File: src/rtl/pll_seq_pkg.sv
package pll_seq_pkg;

   localparam int MODE_W = 3;
   localparam int M_W    = 11;
   localparam int N_W    = 7;
   localparam int FS_W   = 4;
   localparam int M2_W   = 5;

   localparam logic [MODE_W-1:0] MODE_STOP = 3'b001;
   localparam logic [MODE_W-1:0] MODE_LOCK = 3'b111;

   localparam int IDX_W     = 3;
   localparam int IDX_MAX   = 4;
   localparam int STEP_W    = 4;
   localparam int LAST_STEP = 8;

   typedef struct packed {
      logic [M_W-1:0]  m;
      logic [N_W-1:0]  n;
      logic [FS_W-1:0] fsel;
      logic [M2_W-1:0] m2;
   } pll_row_t;

   typedef enum logic [2:0] {
      S_IDLE,
      S_DISP,
      S_RD,
      S_WR,
      S_POLL
   } seq_state_t;

   function automatic logic [31:0] fmask(input int sh, input int w);
      return ((32'd1 << w) - 32'd1) << sh;
   endfunction

   function automatic logic [31:0] fput(input int sh, input int w, input logic [31:0] v);
      return (v << sh) & fmask(sh, w);
   endfunction

endpackage

File: src/rtl/pll_param_rom.sv
module pll_param_rom
   import pll_seq_pkg::*;
#(
   parameter int NUM_REV = 2
) (
   input  logic [IDX_W-1:0] idx,
   input  logic             rev,
   output pll_row_t         row
);

   if (NUM_REV != 2) begin : g_bad_rev
      $error("pll_param_rom: table holds exactly two parameter sets");
   end

   always_comb begin
      row = '0;
      unique case ({rev, idx})
         {1'b0, 3'd0}: row = '{m: 11'h19F, n: 7'h0E, fsel: 4'h3, m2: 5'd1};
         {1'b0, 3'd1}: row = '{m: 11'h1B2, n: 7'h10, fsel: 4'h3, m2: 5'd1};
         {1'b0, 3'd2}: row = '{m: 11'h19F, n: 7'h17, fsel: 4'h3, m2: 5'd1};
         {1'b0, 3'd3}: row = '{m: 11'h1B2, n: 7'h21, fsel: 4'h3, m2: 5'd1};
         {1'b0, 3'd4}: row = '{m: 11'h19F, n: 7'h2F, fsel: 4'h3, m2: 5'd1};
         {1'b1, 3'd0}: row = '{m: 11'h0A6, n: 7'h05, fsel: 4'h7, m2: 5'd2};
         {1'b1, 3'd1}: row = '{m: 11'h14C, n: 7'h0C, fsel: 4'h3, m2: 5'd2};
         {1'b1, 3'd2}: row = '{m: 11'h19F, n: 7'h17, fsel: 4'h3, m2: 5'd2};
         {1'b1, 3'd3}: row = '{m: 11'h0A6, n: 7'h0C, fsel: 4'h7, m2: 5'd2};
         {1'b1, 3'd4}: row = '{m: 11'h19F, n: 7'h2F, fsel: 4'h3, m2: 5'd2};
         default:      row = '0;
      endcase
   end

endmodule

File: src/rtl/pll_step_decode.sv
module pll_step_decode
   import pll_seq_pkg::*;
#(
   parameter int AW      = 4,
   parameter int CTRL_A  = 0,
   parameter int DIV_A   = 1,
   parameter int POST_A  = 2,
   parameter int STAT_A  = 3,
   parameter int MODE_SH = 0,
   parameter int FS_SH   = 4,
   parameter int M_SH    = 8,
   parameter int N_SH    = 0,
   parameter int M2_SH   = 0
) (
   input  logic [STEP_W-1:0] step,
   input  pll_row_t          row,
   output logic              is_poll,
   output logic              target,
   output logic              last,
   output logic [AW-1:0]     addr,
   output logic [31:0]       mask,
   output logic [31:0]       value
);

   if (MODE_SH + MODE_W > 32 || FS_SH + FS_W > 32 || M_SH + M_W > 32 ||
       N_SH + N_W > 32 || M2_SH + M2_W > 32) begin : g_bad_fit
      $error("pll_step_decode: a field runs past bit 31");
   end
   if (!(MODE_SH + MODE_W <= FS_SH || FS_SH + FS_W <= MODE_SH)) begin : g_ctrl_overlap
      $error("pll_step_decode: mode and range fields overlap");
   end
   if (!(M_SH + M_W <= N_SH || N_SH + N_W <= M_SH)) begin : g_div_overlap
      $error("pll_step_decode: multiplier and divider fields overlap");
   end

   always_comb begin
      is_poll = 1'b0;
      target  = 1'b0;
      last    = 1'b0;
      addr    = AW'(CTRL_A);
      mask    = '0;
      value   = '0;
      unique case (step)
         4'd0: begin
            mask  = fmask(MODE_SH, MODE_W);
            value = fput(MODE_SH, MODE_W, 32'(MODE_STOP));
         end
         4'd1: begin
            is_poll = 1'b1;
            addr    = AW'(STAT_A);
         end
         4'd2: begin
            addr  = AW'(POST_A);
            mask  = fmask(M2_SH, M2_W);
            value = fput(M2_SH, M2_W, 32'(row.m2) + 32'd1);
         end
         4'd3: begin
            addr  = AW'(POST_A);
            mask  = fmask(M2_SH, M2_W);
            value = fput(M2_SH, M2_W, 32'(row.m2));
         end
         4'd4: begin
            addr  = AW'(DIV_A);
            mask  = fmask(M_SH, M_W);
            value = fput(M_SH, M_W, 32'(row.m));
         end
         4'd5: begin
            addr  = AW'(DIV_A);
            mask  = fmask(N_SH, N_W);
            value = fput(N_SH, N_W, 32'(row.n));
         end
         4'd6: begin
            mask  = fmask(FS_SH, FS_W);
            value = fput(FS_SH, FS_W, 32'(row.fsel));
         end
         4'd7: begin
            mask  = fmask(MODE_SH, MODE_W);
            value = fput(MODE_SH, MODE_W, 32'(MODE_LOCK));
         end
         4'd8: begin
            is_poll = 1'b1;
            target  = 1'b1;
            last    = 1'b1;
            addr    = AW'(STAT_A);
         end
         default: ;
      endcase
   end

endmodule

File: src/rtl/pll_poll_timer.sv
module pll_poll_timer #(
   parameter int LIMIT = 8
) (
   input  logic clk,
   input  logic rst_n,
   input  logic clear,
   input  logic bump,
   output logic last
);

   localparam int CW = $clog2(LIMIT + 1);

   if (LIMIT < 1) begin : g_bad_limit
      $error("pll_poll_timer: LIMIT must be at least 1");
   end

   logic [CW-1:0] cnt_q;

   always_ff @(posedge clk) begin
      if (!rst_n || clear) begin
         cnt_q <= '0;
      end else if (bump && !last) begin
         cnt_q <= cnt_q + CW'(1);
      end
   end

   assign last = (cnt_q == CW'(LIMIT - 1));

endmodule

File: src/rtl/pll_reprog_seq.sv
module pll_reprog_seq
   import pll_seq_pkg::*;
#(
   parameter int AW         = 4,
   parameter int POLL_LIMIT = 8,
   parameter int CTRL_A     = 0,
   parameter int DIV_A      = 1,
   parameter int POST_A     = 2,
   parameter int STAT_A     = 3,
   parameter int STAT_BIT   = 0
) (
   input  logic          clk,
   input  logic          rst_n,
   input  logic          start,
   input  logic [2:0]    freq_idx,
   input  logic          rev_sel,
   output logic          done,
   output logic          err,
   output logic          bus_req,
   output logic          bus_we,
   output logic [AW-1:0] bus_addr,
   output logic [31:0]   bus_wdata,
   output logic [31:0]   bus_wmask,
   input  logic          bus_ack,
   input  logic [31:0]   bus_rdata
);

   if (CTRL_A == DIV_A || CTRL_A == POST_A || CTRL_A == STAT_A ||
       DIV_A == POST_A || DIV_A == STAT_A || POST_A == STAT_A) begin : g_bad_addr
      $error("pll_reprog_seq: register addresses must be distinct");
   end
   if (STAT_BIT < 0 || STAT_BIT > 31) begin : g_bad_bit
      $error("pll_reprog_seq: status bit out of range");
   end
   if ((1 << AW) <= CTRL_A || (1 << AW) <= DIV_A ||
       (1 << AW) <= POST_A || (1 << AW) <= STAT_A) begin : g_bad_aw
      $error("pll_reprog_seq: address does not fit AW");
   end

   seq_state_t        state_q;
   logic [STEP_W-1:0] step_q;
   logic [IDX_W-1:0]  idx_q;
   logic              rev_q;
   logic [31:0]       rdval_q;
   logic              done_q, err_q;
   logic              busy;

   pll_row_t          row;
   logic              op_poll, op_target, op_last;
   logic [AW-1:0]     op_addr;
   logic [31:0]       op_mask, op_value;
   logic              tmr_last;
   logic              stat_match;

   pll_param_rom u_rom (
      .idx (idx_q),
      .rev (rev_q),
      .row (row)
   );

   pll_step_decode #(
      .AW     (AW),
      .CTRL_A (CTRL_A),
      .DIV_A  (DIV_A),
      .POST_A (POST_A),
      .STAT_A (STAT_A)
   ) u_dec (
      .step    (step_q),
      .row     (row),
      .is_poll (op_poll),
      .target  (op_target),
      .last    (op_last),
      .addr    (op_addr),
      .mask    (op_mask),
      .value   (op_value)
   );

   pll_poll_timer #(.LIMIT(POLL_LIMIT)) u_tmr (
      .clk   (clk),
      .rst_n (rst_n),
      .clear (state_q == S_DISP),
      .bump  (state_q == S_POLL && bus_ack && !stat_match),
      .last  (tmr_last)
   );

   assign busy       = (state_q != S_IDLE);
   assign stat_match = (bus_rdata[STAT_BIT] == op_target);

   always_comb begin
      bus_req   = (state_q == S_RD) || (state_q == S_WR) || (state_q == S_POLL);
      bus_we    = (state_q == S_WR);
      bus_addr  = op_addr;
      bus_wdata = (state_q == S_WR) ? ((rdval_q & ~op_mask) | op_value) : '0;
      bus_wmask = (state_q == S_WR) ? op_mask : '0;
   end

   always_ff @(posedge clk) begin
      if (!rst_n) begin
         state_q <= S_IDLE;
         step_q  <= '0;
         idx_q   <= '0;
         rev_q   <= 1'b0;
         rdval_q <= '0;
         done_q  <= 1'b0;
         err_q   <= 1'b0;
      end else begin
         done_q <= 1'b0;
         err_q  <= 1'b0;
         unique case (state_q)
            S_IDLE: begin
               if (start && !busy) begin
                  if (freq_idx > IDX_W'(IDX_MAX)) begin
                     err_q <= 1'b1;
                  end else begin
                     idx_q   <= freq_idx;
                     rev_q   <= rev_sel;
                     step_q  <= '0;
                     state_q <= S_DISP;
                  end
               end
            end
            S_DISP: state_q <= op_poll ? S_POLL : S_RD;
            S_RD: begin
               if (bus_ack) begin
                  rdval_q <= bus_rdata;
                  state_q <= S_WR;
               end
            end
            S_WR: begin
               if (bus_ack) begin
                  step_q  <= step_q + STEP_W'(1);
                  state_q <= S_DISP;
               end
            end
            S_POLL: begin
               if (bus_ack) begin
                  if (stat_match) begin
                     if (op_last) begin
                        done_q  <= 1'b1;
                        state_q <= S_IDLE;
                     end else begin
                        step_q  <= step_q + STEP_W'(1);
                        state_q <= S_DISP;
                     end
                  end else if (tmr_last) begin
                     err_q   <= 1'b1;
                     state_q <= S_IDLE;
                  end
               end
            end
            default: state_q <= S_IDLE;
         endcase
      end
   end

   assign done = done_q;
   assign err  = err_q;

endmodule

File: config.mk
export PLATFORM = sky130hd
export DESIGN_NAME = pll_reprog_seq
export DESIGN_NICKNAME = d
export VERILOG_FILES = /design/src/rtl/pll_seq_pkg.sv /design/src/rtl/pll_param_rom.sv /design/src/rtl/pll_step_decode.sv /design/src/rtl/pll_poll_timer.sv /design/src/rtl/pll_reprog_seq.sv
export SDC_FILE = /design/constraint.sdc
export NUM_CORES = 1
export LEC_CHECK = 0
export BUFFER_PORTS_ARGS = -buffer_cell sky130_fd_sc_hd__buf_4
export CELL_PAD_IN_SITES_DETAIL_PLACEMENT = 2
export CELL_PAD_IN_SITES_GLOBAL_PLACEMENT = 2
export CORE_ASPECT_RATIO = 0.6
export CORE_MARGIN = 1
export CORE_UTILIZATION = 25
export DETAILED_ROUTE_END_ITERATION = 16
export PLACE_DENSITY_LB_ADDON = 0.1
export RECOVER_POWER = 50
export SETUP_SLACK_MARGIN = 0.05
export SYNTH_ARGS = -nofsm -noshare
export SYNTH_HDL_FRONTEND = slang
export SYNTH_HIERARCHICAL = 1
export SYNTH_SLANG_ARGS = --single-unit
File: constraint.sdc
create_clock -name clk -period 3.2 [get_ports clk]
set_input_delay 0.8 -clock clk [delete_from_list [all_inputs] [get_ports clk]]
set_output_delay 0.8 -clock clk [all_outputs]
set_load 0.01 [all_outputs]
==> flow_results.org, run 1 <==
** Synth
- The cell area that synthesis handed to floorplanning was 3790 sq um.
- After synthesis, the share of cell area in mux cells is 1.29%.
- Yosys printed 6 warnings.
- Count of flip-flops with a built-in enable after synthesis :: 0
- Combinational family with the most area after synthesis :: simple AND/OR/NAND/NOR gates
- Sequential cells were found to cover 25.9% of the synthesized design area.
- Library cells used by synthesis :: 59
- Synthesized-area fraction occupied by xor and xnor cells :: 1.39%
- After technology mapping, the gate count stands at 545.
- Of the total synthesized cell area, the portion taken by AND, OR, NAND and NOR gates is 29.9%.
- The average instance in the mapped netlist occupies 6.95 sq um.
- Of the total synthesized cell area, the portion taken by full adders, half adders and majority gates is 2.31%.
- For this run, asynchronously set or reset flops after synthesis account for 0%.
- Summing the areas of all compound-gate instances in the mapped netlist gives 19.1% of the synthesized area.
- In the synthesized netlist the dominant register cell turns out to be sky130_fd_sc_hd__dfxtp_1.
- After synthesis the netlist holds a flip-flop and latch count of 49.

** CTS
- Gates resized during post-CTS repair numbered 0.
- TritonCTS built the clock tree.
- Number of buffers added by the clock tree synthesis step :: 5
- Number of buffers between clock root and the deepest sink :: 2
- For the worst-skew pair, the clock arrives at the later sink with an insertion delay of 0.30 ns.
- Root buffer cell :: sky130_fd_sc_hd__clkbuf_16
- Number of buffers added for setup after CTS :: 0
- Clock-pin slew was measured on the worst setup and hold paths at 0.07 ns.
- After clock tree synthesis, the flow added hold-fix buffers numbering 0.
- CTS HTree Levels :: 2
- CTS saw 49 sinks.

** STA
- Post-layout min period :: 2.98 ns
- Unrepaired setup endpoints after global routing :: false
- Final Hold Vio Count :: 0
- Share of the clock period used by the worst path :: 93.3%
- Timing would allow up to 335 MHz.
- The total count of max-transition violations in the final report was 0.
- The clock arrives with 0.0100 ns of skew.
- The worst pin sits at a relative slew slack of 11.6%.
- Final total negative setup slack :: 0 ns
- Setup violations remaining at the end of the flow were counted as 0.
- For the pin with the worst max-slew slack, the measured transition is 1.33 ns.

** Die
- In this run the horizontal extent of the chip is 161 microns.
- 112 I/O pins were placed.
- Initial Utilization :: 25.9%
- Row generation in the floorplan step produced 34 rows.
- Die area :: 15,700 sq um
- Die H :: 97.3 microns
- The floorplan step defined a core boundary enclosing 14,600 sq um.

** Global routing
- The first global-routing pass estimated 20,100 microns of wire.
- In the global route stage, overall resource usage came out at 16.1%.
- For this run the aggregate overflow at the end of global routing stands at 0.
- Antenna violations before repair :: 0
- The via count of the first global-routing pass is 3,783.
- Entering global routing, the biggest net connects 46 pins.

** Cells and area
- In the layout the commonest cells are sky130_fd_sc_hd__buf_4, sky130_fd_sc_hd__nand2_1, sky130_fd_sc_hd__a21oi_1.
- Counting the fill cells in the layout gives 1,824.
- Layout area overhead :: 18.9%
- The library cell used most frequently in the layout, excluding fill and tap cells, is sky130_fd_sc_hd__buf_4.
- Cells with a size suffix above 1 make up 21.6% of the layout.
- Net count of the finished layout :: 658
- Post-layout instance count excluding filler cells :: 810
- Cells fill 30.8% of the core in the end.
- The number of antenna diodes in the final layout is 0.

** Placement
- Placed wire-length estimate :: 9390 microns
- Number of placed cells counting well taps :: 802
- Last weighted congestion value of the routability-driven placer :: 0.746
- Count of input and output buffers :: 96

** Setup path
- Setup slack on the worst reg-to-reg path comes out at 0.50 ns.
- In this run the worst path has a maximum fanout of 8.
- The worst register-to-register path begins at step_q[0]$_SDFFE_PN0P_.
- Type of element capturing the critical path :: output port
- CP Data Arrival Time :: 2.18 ns
- Startpoint class of the critical path :: register
- The setup path with the least slack is of type register to output port.
- Counting cells, the worst reg-to-reg path comes to 8.
- End of the worst register-to-register path :: u_tmr/cnt_q[3]$_SDFFE_PP0P_
- For the worst setup path, the data required time is 2.40 ns.

** Worst hold path
- Destination of the worst hold path :: rdval_q[19]$_SDFFE_PN0P_
- Class of the most critical hold timing path :: register to register
- The worst hold path passes through 2 cells.
- The startpoint identified for the worst hold timing path is rdval_q[19]$_SDFFE_PN0P_.

** Run
- The tool flagged a number of max-cap violations equal to 0.

** Detailed routing
- The routed design has 12,200 microns of wire.
- Drt wl/cell :: 15.1 microns
- Starting DRT DRC Count :: 99
- After detailed routing, the number of remaining DRC violations is 0.
- The first detailed-routing pass ran for 4 iterations.
- Mean number of vias per cell :: 4.43
- Via Count :: 3,591
- Once detail routing completed, the nets flagged for antenna violations numbered 0.

** Power
- Total power per unit cell area :: 322 nW/um^2
- Max IR drop VDD :: 0.170 mV
- In this run the static leakage power is 1.82 nW.

** Status
- Result of the run :: completed
## per-stage QoR
stage | hold WS, ns | instance area, sq um | power, mW | setup slack (ns)
6_report | 0.459 | 4500 | 1.45 | 0.216
5_1_grt | 0.480 | 4500 | 1.54 | 0.0656
4_1_cts | 0.462 | 4550 | 1.48 | 0.0632
3_5_place_dp | 0.452 | 4410 | 0.921 | 0.400
3_3_place_gp | 0.444 | 4410 | 0.912 | 0.561
2_1_floorplan | 0.437 | 3910 | 0.862 | 0.567
## critical path, stage by stage (launching register included)
cell and delay (ns):
sky130_fd_sc_hd__dfxtp_1 0.37, sky130_fd_sc_hd__inv_1 0.08, sky130_fd_sc_hd__ha_1 0.25, sky130_fd_sc_hd__nor2b_4 0.18
sky130_fd_sc_hd__buf_4 0.22, sky130_fd_sc_hd__a31oi_4 0.05, sky130_fd_sc_hd__a21o_1 0.19, sky130_fd_sc_hd__o211ai_1 0.10
sky130_fd_sc_hd__a21oi_1 0.11, sky130_fd_sc_hd__a21oi_1 0.13, sky130_fd_sc_hd__nor2_1 0.05, sky130_fd_sc_hd__buf_4 0.16
## layout make-up
class                   instances  area [sq um]  share of cell area [%]
repair buffers                110           786                    17.4
inverters                      43           161                    3.58
multi-input cells             402          2190                    48.5
well taps                     198           248                    5.50
clock buffers                   7           133                    2.95
clock inverters                 1          7.51                   0.167
flip-flops and latches         49           982                    21.8
## routing by layer
metal	GRT usage [%]	vias up	share of wire [%]
met2	24.9	71	43
met5	0	-	0
met3	3.29	8	4.5
met4	2.39	0	0.54
li1	-	1810	-
met1	23.1	1702	52
## registers in the layout, summed over array words and instances, names as in the netlist
| signal | count |
|---|---|
| rdval_q | 32 |
| state_q | 3 |
| idx_q | 3 |
| u_tmr/cnt_q | 4 |
| done | 1 |
| step_q | 4 |
| rev_q | 1 |
| err | 1 |
## kinds of logic (layout without fill, tap and decap cells)
family | Yosys count | in the layout
XOR/XNOR | 6 | 6
multiplexers | 3 | 3
flip-flops | 49 | 49
buffers and inverters | 127 | 161
AND/OR/NAND/NOR | 228 | 228
other | 2 | 35
AO/OA/AOI/OAI | 123 | 123
adder cells (fa/ha/maj) | 7 | 7
## where the power goes
group | switching, mW | leakage, nW | internal, mW
Combinational | 0.145 | 1.36 | 0.106
Sequential | 0.0220 | 0.397 | 0.629
Clock | 0.255 | 0.0641 | 0.292
## how the worst max path moves through the flow
stage | from | end | slack, ns | depth (start not counted)
3_5_place_dp | idx_q[0]$_SDFFE_PN0P_ | bus_wdata[2] | 0.40 | 11
3_3_place_gp | idx_q[0]$_SDFFE_PN0P_ | bus_wdata[2] | 0.56 | 11
2_1_floorplan | idx_q[0]$_SDFFE_PN0P_ | bus_wdata[2] | 0.57 | 11
4_1_cts | idx_q[0]$_SDFFE_PN0P_ | bus_wdata[2] | 0.06 | 11
5_1_grt | idx_q[0]$_SDFFE_PN0P_ | bus_wdata[0] | 0.07 | 11
6_report | idx_q[0]$_SDFFE_PN0P_ | bus_wdata[0] | 0.22 | 11
## synth_stat cells (2+ instances only)
master / count / area share, %
sky130_fd_sc_hd__buf_4: 55 / 11
sky130_fd_sc_hd__nand3_1: 5 / 0.66
sky130_fd_sc_hd__nand3b_1: 6 / 1.2
sky130_fd_sc_hd__nor4b_2: 2 / 0.79
sky130_fd_sc_hd__nand2b_1: 7 / 1.2
sky130_fd_sc_hd__nor3_1: 4 / 0.53
sky130_fd_sc_hd__nor2b_1: 6 / 0.99
sky130_fd_sc_hd__a21o_1: 2 / 0.40
sky130_fd_sc_hd__clkbuf_1: 4 / 0.40
sky130_fd_sc_hd__o21ai_0: 11 / 1.5
sky130_fd_sc_hd__o22ai_1: 2 / 0.33
sky130_fd_sc_hd__nor3b_2: 2 / 0.66
sky130_fd_sc_hd__buf_1: 7 / 0.69
sky130_fd_sc_hd__xor2_1: 3 / 0.69
sky130_fd_sc_hd__ha_1: 7 / 2.3
sky130_fd_sc_hd__a21oi_1: 85 / 11
sky130_fd_sc_hd__xnor2_1: 3 / 0.69
sky130_fd_sc_hd__nand2_1: 86 / 8.5
sky130_fd_sc_hd__a21bo_2: 2 / 0.53
sky130_fd_sc_hd__dfxtp_1: 49 / 26
sky130_fd_sc_hd__nand4b_1: 3 / 0.69
sky130_fd_sc_hd__a21oi_2: 2 / 0.46
sky130_fd_sc_hd__o21ai_1: 2 / 0.26
sky130_fd_sc_hd__a22o_1: 3 / 0.69
sky130_fd_sc_hd__and3_1: 2 / 0.33
sky130_fd_sc_hd__conb_1: 2 / 0.20
sky130_fd_sc_hd__nor2b_4: 2 / 0.73
sky130_fd_sc_hd__inv_1: 40 / 4.0
sky130_fd_sc_hd__and4bb_1: 2 / 0.66
sky130_fd_sc_hd__buf_6: 8 / 2.4
sky130_fd_sc_hd__o211ai_1: 2 / 0.40
sky130_fd_sc_hd__inv_2: 3 / 0.30
sky130_fd_sc_hd__a211o_1: 3 / 0.69
sky130_fd_sc_hd__and2_1: 14 / 2.3
sky130_fd_sc_hd__buf_2: 10 / 1.3
sky130_fd_sc_hd__nor2_1: 74 / 7.3
sky130_fd_sc_hd__nand4_1: 3 / 0.50
(Power assumes the default switching activity.)
==> run 2: changes to the inputs <==
--- a/config.mk
+++ b/config.mk
@@ -5,13 +5,13 @@
 export SDC_FILE = /design/constraint.sdc
 export NUM_CORES = 1
 export LEC_CHECK = 0
-export BUFFER_PORTS_ARGS = -buffer_cell sky130_fd_sc_hd__buf_4
 export CELL_PAD_IN_SITES_DETAIL_PLACEMENT = 2
 export CELL_PAD_IN_SITES_GLOBAL_PLACEMENT = 2
 export CORE_ASPECT_RATIO = 0.6
 export CORE_MARGIN = 1
 export CORE_UTILIZATION = 25
 export DETAILED_ROUTE_END_ITERATION = 16
+export DONT_BUFFER_PORTS = 1
 export PLACE_DENSITY_LB_ADDON = 0.1
 export RECOVER_POWER = 50
 export SETUP_SLACK_MARGIN = 0.05
==> run 2 against run 1 <==
  * Fmax grew 1.5%
  * Design area shrank 15%
  * Non-clock buffer count shrank 99
  * Die area is the same
  * Highest routed layer unchanged
  * First-iteration DRC count shrank 33%
  * Critical path type unchanged
  * Clock skew is essentially flat
==> flow_results.org, run 2 (synthesized netlist as in run 1, its figures left out) <==
** STA
- Final total negative setup slack :: 0 ns
- In this run the tightest slew margin relative to its limit is 10.8%.
- The final critical path takes up 91.9% of the cycle.
- Counting I/O delays and the setup requirement, the final critical path takes 2.94 ns.
- Pin slew with the least headroom to its limit :: 1.32 ns
- Setup repair after global routing left no endpoint under its margin.
- Setup violations remaining at the end of the flow were counted as 0.
- Static timing analysis puts the maximum clock frequency at 340 MHz.
- Across all hold checks on the routed design, the worst slack comes to 0.462 ns.
- Clock skew on the completed layout was measured at 0.0101 ns.
- Final Hold Vio Count :: 0
- Final Slew Violations :: 0

** Cells and area
- Registers with the highest flip-flop counts :: rdval_q x32, step_q x4, u_tmr/cnt_q x4
- Post-layout util :: 26.3%
- Net count of the finished layout :: 559
- Layout area overhead :: 1.62%
- Leaving out fill and tap cells, the most frequent cell in the layout is sky130_fd_sc_hd__nand2_1.
- Antenna cells :: 0
- Max reg flops :: 32
- After routing the design area is 3850 sq um.
- Cells with a size suffix above 1 make up 8.77% of the layout.
- Reg with most FFs :: rdval_q
- Commonest cells after routing, fill and taps aside :: sky130_fd_sc_hd__nand2_1, sky130_fd_sc_hd__a21oi_1, sky130_fd_sc_hd__nor2_1
- # fillers :: 1,799

** Global routing
- Pin count of the biggest net entering global routing :: 57
- First-pass GRT wire length :: 19,000 microns
- The via count of the first global-routing pass was 3,481.
- For this run, the total global-route usage over all layers was measured as 15.4%.
- Antenna violations before repair :: 0
- Global routing finished with a remaining overflow of 0.

** Placement
- Last weighted congestion value of the routability-driven placer :: 0.793
- Total cell area at the placement stage :: 3660 sq um
- Count of input and output buffers :: 0
- Once detailed placement completed, the half-perimeter wirelength came to 8920 microns.

** Detailed routing
- The routed design has 11,800 microns of wire.
- Drt wl/cell :: 16.6 microns
- Remaining DRCs :: 0
- Mean number of vias per cell :: 4.59
- For this run, the detailed router's first-pass iteration total came to 4.
- The final route contains 3,260 vias.
- Count of antenna-violating nets left after detailed routing :: 0
- In this run, the number of DRC markers left after iteration 0 of detailed routing was 66.

** CTS
- Once the clock tree was built, the setup fixing pass inserted 0 buffers.
- The root buffer cell chosen for the clock tree is sky130_fd_sc_hd__clkbuf_16.
- Clock transition at path regs :: 0.08 ns
- Cts hold-fix bufs :: 0
- Clock latency on the worst-skew pair, taken at its later pin, is 0.30 ns.
- In this run the deepest clock path goes through 2 buffers.
- The H-tree generated during clock tree synthesis spans 2 levels.
- CTS saw 49 sinks.
- CTS tree :: built
- Number of buffers added by the clock tree synthesis step :: 5
- Post-CTS repair changed the size of 0 cells.

** Die
- Pin placement for this block handled 112 I/O pins.
- Initial Utilization :: 25.9%
- Number of rows in the core area :: 34
- Die Wd :: 161 microns
- Core Region :: 14,600 sq um
- Measured along the y axis, the die boundary spans 97.3 microns.
- The die covers 15,700 sq um.

** Run
- Max-Cap Viols :: 0

** Setup path
- Startpoint class of the critical path :: register
- The worst setup path is captured at an output port.
- Category of the most critical setup path :: register to output port
- For the worst setup path, the data required time is 2.40 ns.
- CP Data Arrival Time :: 2.14 ns
- In this run the worst path has a maximum fanout of 8.

** Status
- Result of the run :: completed

** Worst hold path
- Class of the most critical hold timing path :: register to register

** Power
- Dividing total power by cell area gives a power density of 409 nW/um^2.
- For this design the static power due to leakage is 1.37 nW.
- Max IR drop VDD :: 0.205 mV
[run 2: final cells by class]
| type | instances | area, sq um | share of cell area [%] |
|---|---|---|---|
| multi-input cells | 402 | 2190 | 56.9 |
| flip-flops and latches | 49 | 983 | 25.6 |
| well taps | 198 | 248 | 6.44 |
| inverters | 43 | 161 | 4.19 |
| clock buffers | 5 | 125 | 3.25 |
| repair buffers | 11 | 71.3 | 1.85 |
| clock inverters | 3 | 68.8 | 1.79 |
[run 2: power by group]
group / total [mW] / switching (mW) / internal (mW)
logic: 0.192 / 0.123 / 0.0692
registers: 0.655 / 0.0253 / 0.629
clock network: 0.726 / 0.274 / 0.452
[run 2: stage by stage]
step / instances / setup slack, ns / power (mW)
2_1_floorplan: 578 / 0.567 / 0.862
3_3_place_gp: 703 / 0.553 / 0.858
3_5_place_dp: 703 / 0.406 / 0.866
4_1_cts: 711 / 0.0560 / 1.61
5_1_grt: 711 / 0.0875 / 1.66
6_report: 711 / 0.260 / 1.57
[run 2: worst paths after layout]
| check | startpoint | end | slack, ns | cells after the start |
|---|---|---|---|---|
| setup / recovery | idx_q[1]$_SDFFE_PN0P_ | bus_wdata[1] | 0.26 | 10 |
| hold / removal | rdval_q[15]$_SDFFE_PN0P_ | rdval_q[15]$_SDFFE_PN0P_ | 0.46 | 2 |
| setup reg to reg | state_q[2]$_SDFFE_PN0P_ | step_q[3]$_SDFFE_PN0P_ | 0.71 | 4 |
| hold reg to reg | rdval_q[15]$_SDFFE_PN0P_ | rdval_q[15]$_SDFFE_PN0P_ | 0.46 | 2 |
[run 2: worst max-delay path, stage by stage, from the launching register on]
cell and delay (ns):
sky130_fd_sc_hd__dfxtp_2 0.37, sky130_fd_sc_hd__inv_1 0.09, sky130_fd_sc_hd__ha_2 0.22, sky130_fd_sc_hd__nor2b_4 0.06, sky130_fd_sc_hd__buf_4 0.17, sky130_fd_sc_hd__a21oi_2 0.13, sky130_fd_sc_hd__nand2_1 0.08, sky130_fd_sc_hd__a21bo_2 0.24
sky130_fd_sc_hd__a21oi_1 0.17, sky130_fd_sc_hd__a21oi_1 0.06, sky130_fd_sc_hd__nor2_1 0.23
[run 2: metal layers]
metal	GRT usage [%]	wire length (microns)	vias up
met4	2.18	62	0
met2	24.3	5080	71
met3	4.87	726	7
met1	20.7	5960	1568
met5	0	0	-
li1	-	-	1614
==> run 3: changes to the inputs <==
==> constraint.sdc (replaced) <==
create_clock -name clk -period 3.36 [get_ports clk]
set_input_delay 0.84 -clock clk [delete_from_list [all_inputs] [get_ports clk]]
set_output_delay 0.84 -clock clk [all_outputs]
set_load 0.01 [all_outputs]
==> run 3 against run 2 <==
  * The flow now finishes with violations (capacitance limit, slew limit)
  * Critical endpoint is now bus_wdata[2]
  * Wire length decreased by 0.79%
  * Worst setup slack improved by 0.0036 ns
  * Non-clock buffer count decreased by 1
  * Critical path depth unchanged
  * Clock skew decreased by 0.0062 ns
==> flow_results.org, run 3 (synthesized netlist as in run 1, its figures left out) <==
** STA
- Static timing analysis puts the maximum clock frequency at 323 MHz.
- For the pin with the worst max-slew slack, the measured transition is 1.56 ns.
- Final total negative setup slack :: 0 ns
- Unrepaired setup endpoints after global routing :: false
- Measured against its own limit, the worst slew margin works out to -5.50%.
- Final Hold Vio Count :: 0
- Final Slew Violations :: 9
- Setup Viol. Count Final :: 0
- After layout, the minimum clock period comes to 3.10 ns.
- The worst path uses 92.2% of the clock period.
- In the post-route analysis, the smallest setup slack over all paths is 0.263 ns.
- On the final layout, the worst clock skew is 0.00392 ns.

** Cells and area
- Antenna cells :: 0
- The register with the most flip-flops in the layout has 32 of them.
- Summing all non-filler instances in the final layout gives an area of 3830 sq um.
- The largest registers in the layout are rdval_q x32, step_q x4, u_tmr/cnt_q x4.
- The library cell used most frequently in the layout, excluding fill and tap cells, is sky130_fd_sc_hd__nand2_1.
- Compared with the post-synthesis result, the final layout area differs by 1.16%.
- Net count of the finished layout :: 558
- Commonest cells after routing, fill and taps aside :: sky130_fd_sc_hd__nand2_1, sky130_fd_sc_hd__a21oi_1, sky130_fd_sc_hd__nor2_1
- Reg with most FFs :: rdval_q
- Ratio of cells with drive above 1 in the final layout :: 7.81%

** Power
- For this design the ratio of total power to cell area is 388 nW/um^2.
- Combinational share of power :: 11.9%
- The analysis attributes to net switching a power of 393 uW.
- Max IR drop VDD :: 0.239 mV
- Per report_power, the sequential group accounts for 42.0% of the total.
- Static leakage :: 1.37 nW
- Part of the total power dissipated in the clock network :: 46.0%
- Cell internal pwr :: 1.09 mW
- Net switching is 26.4% of the power.

** CTS
- CTS sink cnt :: 49
- Clock-pin slew was measured on the worst setup and hold paths at 0.07 ns.
- Root buffer cell :: sky130_fd_sc_hd__clkbuf_16
- CTS tree :: built
- Number of buffers added by the clock tree synthesis step :: 5
- Number of buffers between clock root and the deepest sink :: 2
- Clock insertion delay at the later pin of the skew report :: 0.29 ns
- The H-tree was split into 2 levels.

** Placement
- Total cell area at the placement stage :: 3660 sq um
- The count of buffers added on input and output ports is 0.
- Placed wire-length estimate :: 8710 microns
- At the placement stage, the worst setup path has a slack of 0.491 ns.
- At the end of routability-driven placement, the weighted congestion stood at 0.784.

** Setup path
- Worst endpoint required time :: 2.52 ns
- Type of element capturing the critical path :: output port
- STA puts the critical path data arrival time at 2.26 ns.
- In this run the worst path has a maximum fanout of 7.
- Startpoint class of the critical path :: register
- The critical path is of the register to output port type.

** Die
- Die Wd :: 161 microns
- The total area inside the core boundary comes to 14,600 sq um.
- In this run the vertical extent of the chip is 97.3 microns.
- Initial Utilization :: 25.9%
- For this design the top-level I/O count stands at 112.
- Number of rows in the core area :: 34
- Die area :: 15,700 sq um

** Global routing
- Antenna violations before repair :: 0
- Aggregate global-route resource usage :: 15.5%
- Pin count of the biggest net entering global routing :: 57
- Total grt overflow :: 0
- The via count of the first global-routing pass is 3,587.
- First-pass GRT wire length :: 19,200 microns

** Detailed routing
- After detailed routing, the number of remaining DRC violations is 0.
- The final route contains 3,254 vias.
- The pre-antenna-repair detailed-routing pass consisted of 4 iterations.
- The routed design has 11,700 microns of wire.
- The detailed router finished its first iteration with 79 violations.
- Mean number of vias per cell :: 4.58
- After detailed routing, the average wire length per cell comes to 16.5 microns.
- Count of antenna-violating nets left after detailed routing :: 0

** Status
- The flow ran to the end, but the final reports show violations.
- Violations in the final reports :: capacitance limit, slew limit

** Run
- Across the run, the number of max-cap violations was 1.

** Worst hold path
- The tightest min-delay check is of the register to register type.
[run 3: routing by layer]
metal	global-route usage, %	routed length (microns)	vias up
met2	24.3	5090	70
met4	2.61	60	0
met3	4.65	705	6
li1	-	-	1605
met1	21.2	5880	1573
met5	0	0	-
[run 3: critical path, cell delays in order (launching register included)]
cell and delay [ns]:
sky130_fd_sc_hd__dfxtp_1 0.49, sky130_fd_sc_hd__inv_1 0.10, sky130_fd_sc_hd__ha_1 0.26, sky130_fd_sc_hd__nor2b_4 0.16, sky130_fd_sc_hd__nor2_2 0.07, sky130_fd_sc_hd__ha_1 0.25, sky130_fd_sc_hd__nor3b_1 0.14, sky130_fd_sc_hd__o21ai_0 0.17
sky130_fd_sc_hd__a21oi_1 0.10, sky130_fd_sc_hd__a21oi_1 0.14, sky130_fd_sc_hd__nor2_1 0.08
[run 3: repair_timing]
| action | in CTS | in global routing |
|---|---|---|
| resized for setup | 0 | 3 |
| setup buffers | 0 | 0 |
| hold endpoints to repair | 0 | 0 |
| endpoints found under the setup margin | 0 | 2 |
| hold buffers | 0 | 0 |
[run 3: area by class of cell]
cell class,count,area [sq um]
inverter,43,161
clock buffer,5,125
fill,1802,10800
timing repair buffer,10,67.6
sequential,49,982
tap,198,248
clock inverter,3,68.8
multi-input combinational,402,2180
[run 3: power by group through the flow]
stage	clock, mW	sequential, mW	combinational [mW]
final	0.684	0.625	0.177
after global routing	0.745	0.630	0.204
after CTS	0.724	0.627	0.181
after detailed placement	0	0.640	0.181
after global placement	0	0.639	0.176
after floorplan	0	0.623	0.198
[run 3: path summary, 6_finish.rpt]
path / start / to / slack, ns / depth (start not counted)
hold reg to reg: rdval_q[15]$_SDFFE_PN0P_ / rdval_q[15]$_SDFFE_PN0P_ / 0.46 / 2
setup / recovery: idx_q[1]$_SDFFE_PN0P_ / bus_wdata[2] / 0.26 / 10
setup reg to reg: step_q[3]$_SDFFE_PN0P_ / u_tmr/cnt_q[3]$_SDFFE_PP0P_ / 0.67 / 8
hold / removal: rdval_q[15]$_SDFFE_PN0P_ / rdval_q[15]$_SDFFE_PN0P_ / 0.46 / 2
[run 3: metrics by stage]
stage          hold slack, ns  instances  utilization, %  total power, mW
2_1_floorplan           0.437        578               -            0.821
3_3_place_gp            0.443        702            25.0            0.815
3_5_place_dp            0.453        702            25.0            0.821
4_1_cts                 0.465        710            26.3             1.53
5_1_grt                 0.480        710            26.2             1.58
6_report                0.460        710            26.2             1.49
